**config.mk**
```make
export PLATFORM = sky130hd
export DESIGN_NAME = remap_cmd_if
export DESIGN_NICKNAME = d
export VERILOG_FILES = /design/src/rtl/remap_cmd_pkg.sv /design/src/rtl/remap_cmd_ctrl.sv /design/src/rtl/remap_cmd_dp.sv /design/src/rtl/remap_cmd_if.sv
export SDC_FILE = /design/constraint.sdc
export NUM_CORES = 1
export LEC_CHECK = 0
export ABC_AREA = 1
export CORE_ASPECT_RATIO = 0.6
export CORE_MARGIN = 5
export CORE_UTILIZATION = 36
export CTS_CLUSTER_SIZE = 8
export DETAILED_ROUTE_END_ITERATION = 10
export PLACE_DENSITY = 0.68
export SETUP_SLACK_MARGIN = 0.1
export SLEW_MARGIN = 20
export SYNTH_ARGS = -nofsm -noshare
export SYNTH_HDL_FRONTEND = slang
export SYNTH_SLANG_ARGS = --single-unit
export TNS_END_PERCENT = 20
```
**constraint.sdc**
```tcl
create_clock -name clk -period 1.4 [get_ports clk]
set_input_delay 0.14 -clock clk [delete_from_list [all_inputs] [get_ports clk]]
set_output_delay 0.14 -clock clk [all_outputs]
set_load 0.03 [all_outputs]
```
**src/rtl/remap_cmd_pkg.sv**
```systemverilog
package remap_cmd_pkg;
  localparam int DATA_W   = 64;
  localparam int ADDR_W   = 12;
  localparam int OP_W     = 8;
  localparam int STAT_W   = 7;
  localparam int NUM_OPS  = 1 << OP_W;

  localparam logic [ADDR_W-1:0] CMD_OFS  = 12'h400;
  localparam logic [ADDR_W-1:0] OPB_OFS  = 12'h408;
  localparam logic [ADDR_W-1:0] RESP_OFS = 12'h410;
  localparam logic [ADDR_W-1:0] CAP_OFS  = 12'h430;
  localparam int                WORD_STEP = 8;

  localparam logic [OP_W-1:0] OP_CNT_ON    = 8'hF0;
  localparam logic [OP_W-1:0] OP_CNT_OFF   = 8'hF1;
  localparam logic [OP_W-1:0] OP_CNT_HOLD  = 8'hF4;
  localparam logic [OP_W-1:0] OP_CNT_RESUME = 8'hF5;

  localparam logic [STAT_W-1:0] STAT_OK      = 7'd0;
  localparam logic [STAT_W-1:0] STAT_BAD_OP  = 7'd1;

  localparam logic [NUM_OPS-1:0] DEFAULT_CAPS =
      (NUM_OPS'(1) << OP_CNT_ON) | (NUM_OPS'(1) << OP_CNT_OFF) |
      (NUM_OPS'(1) << OP_CNT_HOLD) | (NUM_OPS'(1) << OP_CNT_RESUME) |
      (NUM_OPS'(1) << 2);

  typedef struct packed {
    logic loadCmd;
    logic loadOpb;
    logic finish;
  } strobe_t;
endpackage

```
**src/rtl/remap_cmd_ctrl.sv**
```systemverilog
module remap_cmd_ctrl
  import remap_cmd_pkg::*;
#(
  parameter int EXEC_CYCLES = 4
) (
  input  logic              clk,
  input  logic              rstN,
  input  logic              wrEn,
  input  logic [ADDR_W-1:0] wrAddr,
  output strobe_t           strb,
  output logic              busy
);
  localparam int CNT_W = $clog2(EXEC_CYCLES + 1);

  logic [CNT_W-1:0] remain;

  always_comb begin
    strb.loadCmd = wrEn && (wrAddr == CMD_OFS) && !busy;
    strb.loadOpb = wrEn && (wrAddr == OPB_OFS);
    strb.finish  = busy && (remain == '0);
  end

  always_ff @(posedge clk or negedge rstN) begin
    if (!rstN) begin
      busy   <= 1'b0;
      remain <= '0;
    end else if (strb.loadCmd) begin
      busy   <= 1'b1;
      remain <= CNT_W'(EXEC_CYCLES - 1);
    end else if (strb.finish) begin
      busy   <= 1'b0;
    end else if (busy) begin
      remain <= remain - 1'b1;
    end
  end

  // an accepted command raises busy on the following edge
  assert_busy_after_launch_R3: assert property (@(posedge clk) disable iff (!rstN)
    strb.loadCmd |=> busy);
  // completion drops busy
  assert_done_clears_R4: assert property (@(posedge clk) disable iff (!rstN)
    strb.finish |=> !busy);
  // the remaining-cycle count stays inside the execution window
  assert_window_bounded_R4: assert property (@(posedge clk) disable iff (!rstN)
    busy |-> (int'(remain) < EXEC_CYCLES));
endmodule

```
**src/rtl/remap_cmd_dp.sv**
```systemverilog
module remap_cmd_dp
  import remap_cmd_pkg::*;
#(
  parameter logic [NUM_OPS-1:0] CAP_MAP = DEFAULT_CAPS
) (
  input  logic              clk,
  input  logic              rstN,
  input  strobe_t           strb,
  input  logic              busy,
  input  logic              wrEn,
  input  logic [ADDR_W-1:0] wrAddr,
  input  logic [DATA_W-1:0] wrData,
  input  logic [ADDR_W-1:0] rdAddr,
  output logic [DATA_W-1:0] rdData,
  output logic [1:0]        cntCtl,
  output logic              cntFeature
);
  localparam int CAP_WORDS = NUM_OPS / DATA_W;

  logic [DATA_W-1:0] cmdReg;
  logic [DATA_W-1:0] opbReg;
  logic [STAT_W-1:0] status;
  logic [DATA_W-1:0] capWords [CAP_WORDS];
  logic [OP_W-1:0]   curOp;
  logic              capHit;

  for (genvar k = 0; k < CAP_WORDS; k++) begin : g_cap
    assign capWords[k] = CAP_MAP[k*DATA_W +: DATA_W];
  end

  assign curOp      = cmdReg[OP_W-1:0];
  assign capHit     = CAP_MAP[curOp];
  assign cntFeature = CAP_MAP[OP_CNT_ON] & CAP_MAP[OP_CNT_OFF] &
                      CAP_MAP[OP_CNT_HOLD] & CAP_MAP[OP_CNT_RESUME];

  always_ff @(posedge clk or negedge rstN) begin
    if (!rstN) begin
      cmdReg <= '0;
      opbReg <= '0;
      status <= '0;
      cntCtl <= '0;
    end else begin
      if (strb.loadOpb) opbReg <= wrData;
      if (strb.loadCmd) begin
        cmdReg <= wrData;
        status <= STAT_OK;
      end else if (strb.finish) begin
        if (capHit) begin
          status <= STAT_OK;
          case (curOp)
            OP_CNT_ON:     cntCtl[0] <= 1'b1;
            OP_CNT_OFF:    cntCtl[0] <= 1'b0;
            OP_CNT_HOLD:   cntCtl[1] <= 1'b1;
            OP_CNT_RESUME: cntCtl[1] <= 1'b0;
            default:       ;
          endcase
        end else begin
          status <= STAT_BAD_OP;
        end
      end
    end
  end

  always_comb begin
    rdData = '0;
    if (rdAddr == CMD_OFS)  rdData = cmdReg;
    if (rdAddr == OPB_OFS)  rdData = opbReg;
    if (rdAddr == RESP_OFS) rdData = {{(DATA_W-STAT_W-1){1'b0}}, status, busy};
    for (int k = 0; k < CAP_WORDS; k++) begin
      if (rdAddr == CAP_OFS + ADDR_W'(k*WORD_STEP)) rdData = capWords[k];
    end
  end

  // a command write during execution leaves the latched command alone
  assert_ignored_cmd_R7: assert property (@(posedge clk) disable iff (!rstN)
    (wrEn && wrAddr == CMD_OFS && busy) |=> $stable(cmdReg));
  // refused opcode posts the error code and leaves the control vector
  assert_bad_op_status_R6: assert property (@(posedge clk) disable iff (!rstN)
    (strb.finish && !capHit) |=> (status == STAT_BAD_OP && $stable(cntCtl)));
  // latching the second operand has no other effect
  assert_opb_quiet_R8: assert property (@(posedge clk) disable iff (!rstN)
    (strb.loadOpb && !strb.finish && !strb.loadCmd) |=> ($stable(cntCtl) && $stable(status)));
  // status reads zero while a command runs
  assert_status_clear_R3: assert property (@(posedge clk) disable iff (!rstN)
    strb.loadCmd |=> (status == STAT_OK));
endmodule

```
**src/rtl/remap_cmd_if.sv**
```systemverilog
module remap_cmd_if
  import remap_cmd_pkg::*;
#(
  parameter int                 EXEC_CYCLES = 4,
  parameter logic [NUM_OPS-1:0] CAP_MAP     = DEFAULT_CAPS
) (
  input  logic        clk,
  input  logic        rstN,
  input  logic        wrEn,
  input  logic [11:0] wrAddr,
  input  logic [63:0] wrData,
  input  logic [11:0] rdAddr,
  output logic [63:0] rdData,
  output logic [1:0]  cntCtl,
  output logic        cntFeature
);
  strobe_t strb;
  logic    busy;

  remap_cmd_ctrl #(.EXEC_CYCLES(EXEC_CYCLES)) u_ctrl (
    .clk(clk), .rstN(rstN), .wrEn(wrEn), .wrAddr(wrAddr),
    .strb(strb), .busy(busy)
  );

  remap_cmd_dp #(.CAP_MAP(CAP_MAP)) u_dp (
    .clk(clk), .rstN(rstN), .strb(strb), .busy(busy),
    .wrEn(wrEn), .wrAddr(wrAddr), .wrData(wrData),
    .rdAddr(rdAddr), .rdData(rdData),
    .cntCtl(cntCtl), .cntFeature(cntFeature)
  );
endmodule

```
# ---- Yosys cells after proc, flatten, opt, wreduce, memory -nomap -nowiden
# Memories as Yosys holds them, arrays and structs flattened.
# Index checks and enable logic that the tools add are counted.
dict set report totals {
  output_inout_bits 67
  mem_count 1
  input_bits 91
  rom_bits 256
  wordCells 56
  reg_bits 141
}
# name depth word_bits rd rd_ports_with_merged_regs wr line
set memory_table {}
lappend memory_table {{(no name shown)} 256 1 1 0 0 remap_cmd_dp.sv:32} ;# assign capHit = CAP_MAP[curOp];
dict set report classes {
  add_sub_neg 1
  bitwise_logic 1
  eq_ne 14
  muxes 18
  n_lt_le_gt_ge 1
  reduce_logical 13
}
# cell count
set ops {}
lappend ops {{$mux 64} 7}
lappend ops {{$eq 12x11->1 const B} 9}
lappend ops {{$eq 8x8->1 const B} 4}
lappend ops {{$mux 7} 2}
lappend ops {{$lt 8x9->1 const B} 1}
lappend ops {{$mux 3} 3}
lappend ops {{$reduce_and 4->1} 2}
lappend ops {{$reduce_bool 2->1} 4}
lappend ops {{$logic_and 1x1->1} 4}
lappend ops {{$mux 1} 4}
lappend ops {{$pmux 1 s2} 2}
lappend ops {{$logic_not 3->1} 1}
lappend ops {{$sub 3x1->3 const B} 1}
lappend ops {{$ne 2x1->1 const B} 1}
lappend ops {{$reduce_and 2->1} 1}
lappend ops {{$logic_not 1->1} 1}
lappend ops {{$not 1->1} 1}

# ---- Depth between registers and ports, before layout
# Gate-level depths: netlist of run 1.
dict set report logic_depth {
  word_depth 8
  ltp_mapped 9
  depth_no_buf 8
}

# ---- Modules after synthesis
# A second synthesis of run 1 with hierarchy kept.
dict set report hier_totals {
  hier_cells 731
  area_unflattened_um2 6261.0
}
# module area_each_um2 n_inst seq_area_each_um2 cells_per_inst
set modules_own_cells {}
lappend modules_own_cells {remap_cmd_dp 5985.7 1 3278.1 689}
lappend modules_own_cells {remap_cmd_ctrl 275.3 1 100.1 42}

# ---- Worst setup path before layout of run 1
# OpenSTA, ideal clock, no wires.
dict set report synth_path {
  kind {input to output}
  startpoint {input rdAddr[1]}
  endpoint {output rdData[3]}
  setup_slack_ns -0.277
  t_arrival_ns 1.537
  n_path_buf 1
  t_required_ns 1.260
  path_stages 6
  cell_sequence {nor2_1 -> nand2_1 -> nor2_4 -> nand3_4 -> clkbuf_1 -> o21ai_0}
}
dict set report synth_between {
  elab_chain_len 8
  word_cells_on_any_way 14
  cone_classes {eq/ne: 7; mux: 7}
}
# element line
set synth_lines {}
lappend synth_lines {{start: declaration} remap_cmd_if.sv:12} ;# input logic [11:0] rdAddr,
lappend synth_lines {{$eq 12x11->1} remap_cmd_dp.sv:66} ;# if (rdAddr == CMD_OFS) rdData = cmdReg;
lappend synth_lines {{$mux 64} remap_cmd_dp.sv:66}
lappend synth_lines {{$mux 64} remap_cmd_dp.sv:67} ;# if (rdAddr == OPB_OFS) rdData = opbReg;
lappend synth_lines {{$mux 64} remap_cmd_dp.sv:68} ;# if (rdAddr == RESP_OFS) rdData = {{(DATA_W-STAT_W-1){1'b0}}, status, busy};
lappend synth_lines {{$mux 64 (3 in series)} remap_cmd_dp.sv:70} ;# if (rdAddr == CAP_OFS + ADDR_W'(k*WORD_STEP)) rdData = capWords[k];
lappend synth_lines {{$mux 64 (*)} remap_cmd_dp.sv:70}
lappend synth_lines {{end: declaration} remap_cmd_if.sv:13} ;# output logic [63:0] rdData,
# Every way passes the cells marked *; elsewhere a longest branch is shown, timed or not.

# ---- Worst setup path in the final report of run 1
dict set report layout_path {
  startpoint {input rdAddr[5]}
  endpoint {output rdData[4]}
}
# The elaborated chain is that of the path after synthesis.

==> metrics.yaml, run 1 <==
critPathKind: "input port to output pin"
swShare_pct: 21.85
setup_viol: 64
cts_tree: "done"
synthFlopType: "dfrtp_1"
synth.most_common_cell: "o21ai_0"
fmax_mhz: 612.5
dr_total_vias: 6006
synth.avg_cell_area_um2: 7.954
met2_usage_pct: 27.90
rows: 37
ys_seq_area_share_pct: 53.42
htree_levels: 4
syn_nets: 888
status: "finished, violations left"
drc: 0
die-area_um2: 20400
fin_ws_ps: -232.6
vdd_drop_max_v: 0.0006048
drive_above_1_share_pct: 28.97
place_area_um2: 8396
ff2ff_path_depth: 7
synthTopCellsByArea: "dfrtp_1 53%, o21ai_0 13%, nand2_1 9.4%"
combPwrFrac_pct: 6.6
period_share_pct: 116.6
track_usage_pct: 18.95
p_total_mw: 9.080
pwr-share-seq_pct: 43.3
hpwl_um: 12680
r2r_slack_ps: 70
synthesis.area_um2: 6324
syn2layout_area_growth_pct: 62.17
antenna_found_initial: 0
start_util_pct: 36.82
synth_seq_cells: 135
first_global_vias: 5775
synthCells: 795
cp.required_ps: 1260
period_needed_ps: 1633
synth_common_cells: "162 x o21ai_0, 158 x nand2_1, 140 x inv_1"
final_net_count: 1088
violations: "setup timing"
r2r-start: "u_ctrl.remain[0]"
final_area_um2: 10250
cp.arrival_ps: 1490
first_pass_iters: 5
grt_max_degree: 61
core_um2: 17180
end_kind: "output pin"
initialDrtViolationCount: 424
io_buffers: 156
cts_buffers: 17
switching_power_mw: 1.984
routed_wl_um: 20380
io_pins: 158
chipWidth_um: 181.1
p_clk_share_pct: 50.2
synthArstFlopShare_pct: 100.0
yosys.area.top_type: "dfrtp_1"
root_buffer: "clkbuf_16"
cts.sink_count: 135
layout.cells.non_filler: 1242
leakagePower_nw: 4.604
r2r_end: "u_ctrl.remain[2]"
grt.busiest_layer: "met1"
grt-ovfl-total: 0
gp_congestion: 0.8183
hold_class: "input port to asynchronous set/reset pin"
finalClockSkew_ps: 8.607
ant_nets: 0
grt_pass1_wl_um: 31110
synth_top_area_share_pct: 53.42
yosysWarnings: 0
p_int_mw: 7.096
dp_cells: 1178
critPathLaunchType: "input port"
cts_buffer_depth: 2
clkLatencyLatePin_ps: 410
num_antenna_cells: 0
path_max_fanout: 7
rsz0062_at_grt: "yes"
synth-edff-count: 0
avgViaCountPerCell: 4.836
die_h_um: 112.7
grtUsageMet1_pct: 28.08
finalHoldViolCount: 0
wl_per_cell_um: 16.41
slew_violations: 0
cellPowerDensity_nw_per_um2: 885.5
met3_usage_pct: 5.505
maxCapViolations: 0
synth_cell_types: 23
cts.reportedPaths.clkPinSlew_ps: 60
==> routing by layer <==
layer	vias to the layer above	part of all wire [%]
li1	2931	-
met1	2845	48
met2	222	44
met3	8	7.8
met4	0	0.38
met5	-	0
==> placed cells by master (no fill, tap or decap), types with 3 or more instances in the layout <==
| cell type | Yosys | routed |
|---|---|---|
| buf_12 | 0 | 17 |
| buf_16 | 0 | 8 |
| buf_2 | 19 | 4 |
| buf_4 | 5 | 49 |
| buf_6 | 1 | 57 |
| buf_8 | 0 | 6 |
| bufinv_16 | 0 | 3 |
| clkbuf_1 | 24 | 3 |
| clkbuf_16 | 0 | 22 |
| clkdlybuf4s15_2 | 0 | 3 |
| clkdlybuf4s50_1 | 0 | 77 |
| clkinv_4 | 0 | 4 |
| dfrtp_1 | 135 | 135 |
| inv_1 | 140 | 134 |
| inv_2 | 1 | 4 |
| nand2_1 | 158 | 146 |
| nand2_2 | 0 | 8 |
| nand2_4 | 0 | 3 |
| nand3_1 | 75 | 43 |
| nand3_2 | 0 | 26 |
| nand3_4 | 1 | 7 |
| nand4_1 | 7 | 7 |
| nor2_1 | 29 | 15 |
| nor2_2 | 0 | 9 |
| nor2_4 | 1 | 6 |
| o21ai_0 | 162 | 106 |
| o21ai_1 | 26 | 39 |
| o21ai_2 | 0 | 26 |
| o21ai_4 | 0 | 17 |
==> worst max-delay path, stage by stage <==
cell and delay, ps:
buf_4 140, nor3_4 260, buf_12 160, nand3_4 100, buf_4 150, buf_6 120
buf_16 140, o21ai_4 130, buf_6 140
==> stage by stage <==
step	setup WS (ps)	util [%]	setup TNS, ps	hold slack (ps)
final	-232.6	59.71	-10280	238.4
after global routing	-295.1	59.71	-12850	265.2
after CTS	-204.0	56.76	-10180	234.4
after detailed placement	-593.2	48.88	-59940	92.81
after global placement	-579.0	48.88	-57120	85.86
after floorplan	-49.39	-	-997.7	-155.6
==> cell type report <==
class	instances	area, µm²
timing repair buffer	230	2644
fill	1477	6920
clock buffer	21	450.4
multi-input combinational	470	2798
tap	234	292.8
inverter	141	541.8
clock inverter	11	150.1
sequential	135	3378
==> flip-flops by register name (all words and copies together) (netlist names) <==
name	cells
u_ctrl.remain	3
u_dp.opbReg	64
u_dp.cntCtl	2
u_ctrl.busy	1
u_dp.cmdReg	64
u_dp.status	1
==> logic make-up (layout without fill, tap and decap cells) <==
family	count (synthesis)	in the layout	synth area share [%]
AND/OR/NAND/NOR	275	275	18.74
AO/OA/AOI/OAI	192	192	15.31
buffers and inverters	190	403	12.07
flip-flops	135	135	53.42
adder cells (fa/ha/maj)	2	2	0.3957
other	1	1	0.05930
==> power by group through the flow <==
stage	combinational (mW)	clock [mW]	sequential, mW
floorplan	0.112	0	4.00
finish	0.596	4.56	3.93
detailed placement	0.539	0	4.00
global route	0.655	4.85	3.93
global placement	0.536	0	4.00
CTS	0.581	4.65	3.93
==> worst max-delay path by stage <==
stage,from,end,slack [ps],cells after the start
2_1_floorplan,rdAddr[10],rdData[2],-50,7
3_3_place_gp,rdAddr[6],rdData[31],-580,9
3_5_place_dp,rdAddr[10],rdData[0],-590,11
4_1_cts,rdAddr[6],rdData[0],-200,12
5_1_grt,rdAddr[6],rdData[0],-300,12
6_report,rdAddr[5],rdData[4],-230,9
==> repair_timing <==
| action | in CTS | in global routing |
|---|---|---|
| gates cloned | 5 | 5 |
| endpoints found under the setup margin | 102 | 156 |
| hold endpoints to repair | 65 | 0 |
| pin swaps | 26 | 12 |
| hold buffers | 1 | 0 |
| setup buffers | 17 | 6 |
| gates resized for setup | 170 | 111 |
Note: power is estimated with default switching activity, not from simulation.
==> inputs of run 2 (changes only) <==
- TNS_END_PERCENT: 20 -> 100
==> run 2 against run 1 <==
Compared with the run above: the run still ends with setup timing left; wire length grew 34%; power grew 2.0%; clock skew grew 4.3 ps; via count grew 13%; first-iteration DRC count grew 71%; cell count grew 3.3%; non-clock buffer count grew 39; global-route usage grew 5.9 points; register-to-register slack lost 200 ps; critical path depth grew 3; fmax shrank 4.3%; highest routed layer unchanged.
==> metrics.yaml, run 2 (same netlist as run 1, synthesis figures left out) <==
finalClockSkew_ps: 12.92  # was 8.607 ps
cp.required_ps: 1260  # about the same
slew_violations: 0  # unchanged
cts.sink_count: 135  # unchanged
routed_wl_um: 27310  # was 20380 µm
first_pass_iters: 5  # unchanged
end_kind: "output pin"  # unchanged
grt_pass1_wl_um: 39490  # was 31110 µm
switching_power_mw: 2.147  # was 1.984 mW
final_cell_mix: "135 x inv_1, 135 x dfrtp_1, 90 x nand2_1"  # was 146 x nand2_1, 135 x dfrtp_1, 134 x inv_1
status: "finished, violations left"  # unchanged
period_needed_ps: 1706  # was 1633 ps
first_global_vias: 6786  # was 5775
chipWidth_um: 181.1  # unchanged
avgViaCountPerCell: 5.295  # was 4.836
multi_input_area_um2: 3934  # was 2798 µm²
die-area_um2: 20400  # unchanged
cts_tree: "done"  # unchanged
ant_nets: 0  # unchanged
period_share_pct: 121.9  # was 116.6%
rows: 37  # unchanged
start_util_pct: 36.82  # unchanged
pwr-share-seq_pct: 42.4  # was 43.3%
regArea_um2: 3378  # unchanged
setup_viol: 120  # was 64
syn2layout_area_growth_pct: 94.68  # was 62.17%
swShare_pct: 23.17  # was 21.85%
maxCapViolations: 0  # unchanged
grt-ovfl-total: 0  # unchanged
ff2ff_path_depth: 10  # was 7
cts.reportedPaths.clkPinSlew_ps: 60  # about the same
p_int_mw: 7.118  # was 7.096 mW
io_buffers: 156  # unchanged
drive_above_1_share_pct: 46.14  # was 28.97%
whs_ps: 82.82  # was 238.4 ps
filler_cell_count: 1159  # was 1477
layout.cells.non_filler: 1283  # was 1242
critPathLaunchType: "input port"  # unchanged
htree_levels: 4  # unchanged
vdd_drop_max_v: 0.0005976  # was 0.0006048 V
path_max_fanout: 6  # was 7
combPwrFrac_pct: 7.5  # was 6.6%
leakagePower_nw: 5.279  # was 4.604 nW
track_usage_pct: 24.89  # was 18.95%
antenna_found_initial: 0  # unchanged
io_pins: 158  # unchanged
cellPowerDensity_nw_per_um2: 752.6  # was 885.5 nW/µm²
rsz0062_at_grt: "yes"  # unchanged
core_um2: 17180  # unchanged
cp.arrival_ps: 1570  # was 1490 ps
fin_ws_ps: -306.1  # was -232.6 ps
hold_class: "input port to asynchronous set/reset pin"  # unchanged
setup-tns-final_ps: -17340  # was -10280 ps
gp_congestion: 0.7989  # was 0.8183
p_clk_share_pct: 50.0  # was 50.2%
finalHoldViolCount: 0  # unchanged
initialDrtViolationCount: 726  # was 424
drc: 0  # unchanged
hpwl_um: 12830  # was 12680 µm
grt_max_degree: 57  # was 61
dr_total_vias: 6793  # was 6006
cts_buffers: 17  # unchanged
fmax_mhz: 586.1  # was 612.5 MHz
critPathKind: "input port to output pin"  # unchanged
final_net_count: 1130  # was 1088
dp_cells: 1176  # was 1178
violations: "setup timing"  # unchanged
wl_per_cell_um: 21.29  # was 16.41 µm
cts_buffer_depth: 2  # unchanged
clkLatencyLatePin_ps: 420  # was 410 ps
root_buffer: "clkbuf_16"  # unchanged
die_h_um: 112.7  # unchanged
largestRegisters: "u_dp.cmdReg (64), u_dp.opbReg (64), u_ctrl.remain (3)"  # unchanged
num_antenna_cells: 0  # unchanged
-- run 2: layer usage --
| layer | vias up | share of wire (%) | GRT usage (%) | routed length, µm |
|---|---|---|---|---|
| met2 | 344 | 46 | 37.01 | 12510 |
| met1 | 3353 | 45 | 36.04 | 12290 |
| met4 | 0 | 1.4 | 5.947 | 389 |
| met5 | - | 0 | 0 | 0 |
| met3 | 43 | 7.8 | 7.060 | 2123 |
| li1 | 3053 | - | - | - |
-- run 2: final timing paths --
kind	start	end	slack [ps]
worst min register to register	u_dp.opbReg[61]	u_dp.opbReg[61]	480
max in group asynchronous	rstN	u_dp.cmdReg[15]	680
worst max-delay path	rdAddr[7]	rdData[32]	-310
min in group clk	wrData[49]	u_dp.cmdReg[49]	290
worst max register to register	u_ctrl.busy	u_dp.cmdReg[30]	-130
worst min-delay path	rstN	u_dp.cmdReg[26]	80
-- run 2: final cells by class --
class	instances	share of cell area [%]
inverters	141	4.401
clock buffers	19	3.598
well taps	234	2.378
repair buffers	269	28.99
multi-input cells	473	31.95
clock inverters	12	1.240
flip-flops and latches	135	27.44
-- run 2: power groups by stage --
stage	clock network, mW	registers, mW	logic, mW
3_3_place_gp	0	4.00	0.530
6_report	4.64	3.93	0.699
2_1_floorplan	0	4.00	0.113
4_1_cts	4.64	3.93	0.640
3_5_place_dp	0	4.00	0.532
5_1_grt	4.86	3.93	0.754
-- run 2: what timing repair did --
action,4_1_cts,5_1_grt
resized for setup,392,205
endpoints found under the hold margin,135,0
pin swaps,20,23
endpoints found under the setup margin,126,201
setup buffers,35,5
hold buffers,1,0
gates cloned,34,7
-- run 2: worst max-delay path, cell delays in order --
cell     delay [ps]
buf_8           100
inv_4            50
nand2_4          50
nor3_4          230
buf_4           160
buf_6           110
buf_12          110
buf_8           120
buf_12          140
nand3_4         100
o21ai_4          90
buf_6           160
-- run 2: stage by stage --
stage,util [%],power [mW],setup slack [ps],area (µm²)
floorplan,-,4.109,-49.39,6511
global placement,49.21,4.527,-723.3,8452
detailed placement,49.21,4.529,-728.0,8452
CTS,66.29,9.204,-217.3,11380
global route,71.68,9.541,-346.9,12310
finish,71.68,9.265,-306.1,12310
==> inputs of run 3 (changes only) <==
- CAP_MARGIN: not set -> 25
==> results of run 3 <==
No change in the layout: final DEF, timing and power equal those of run 2.
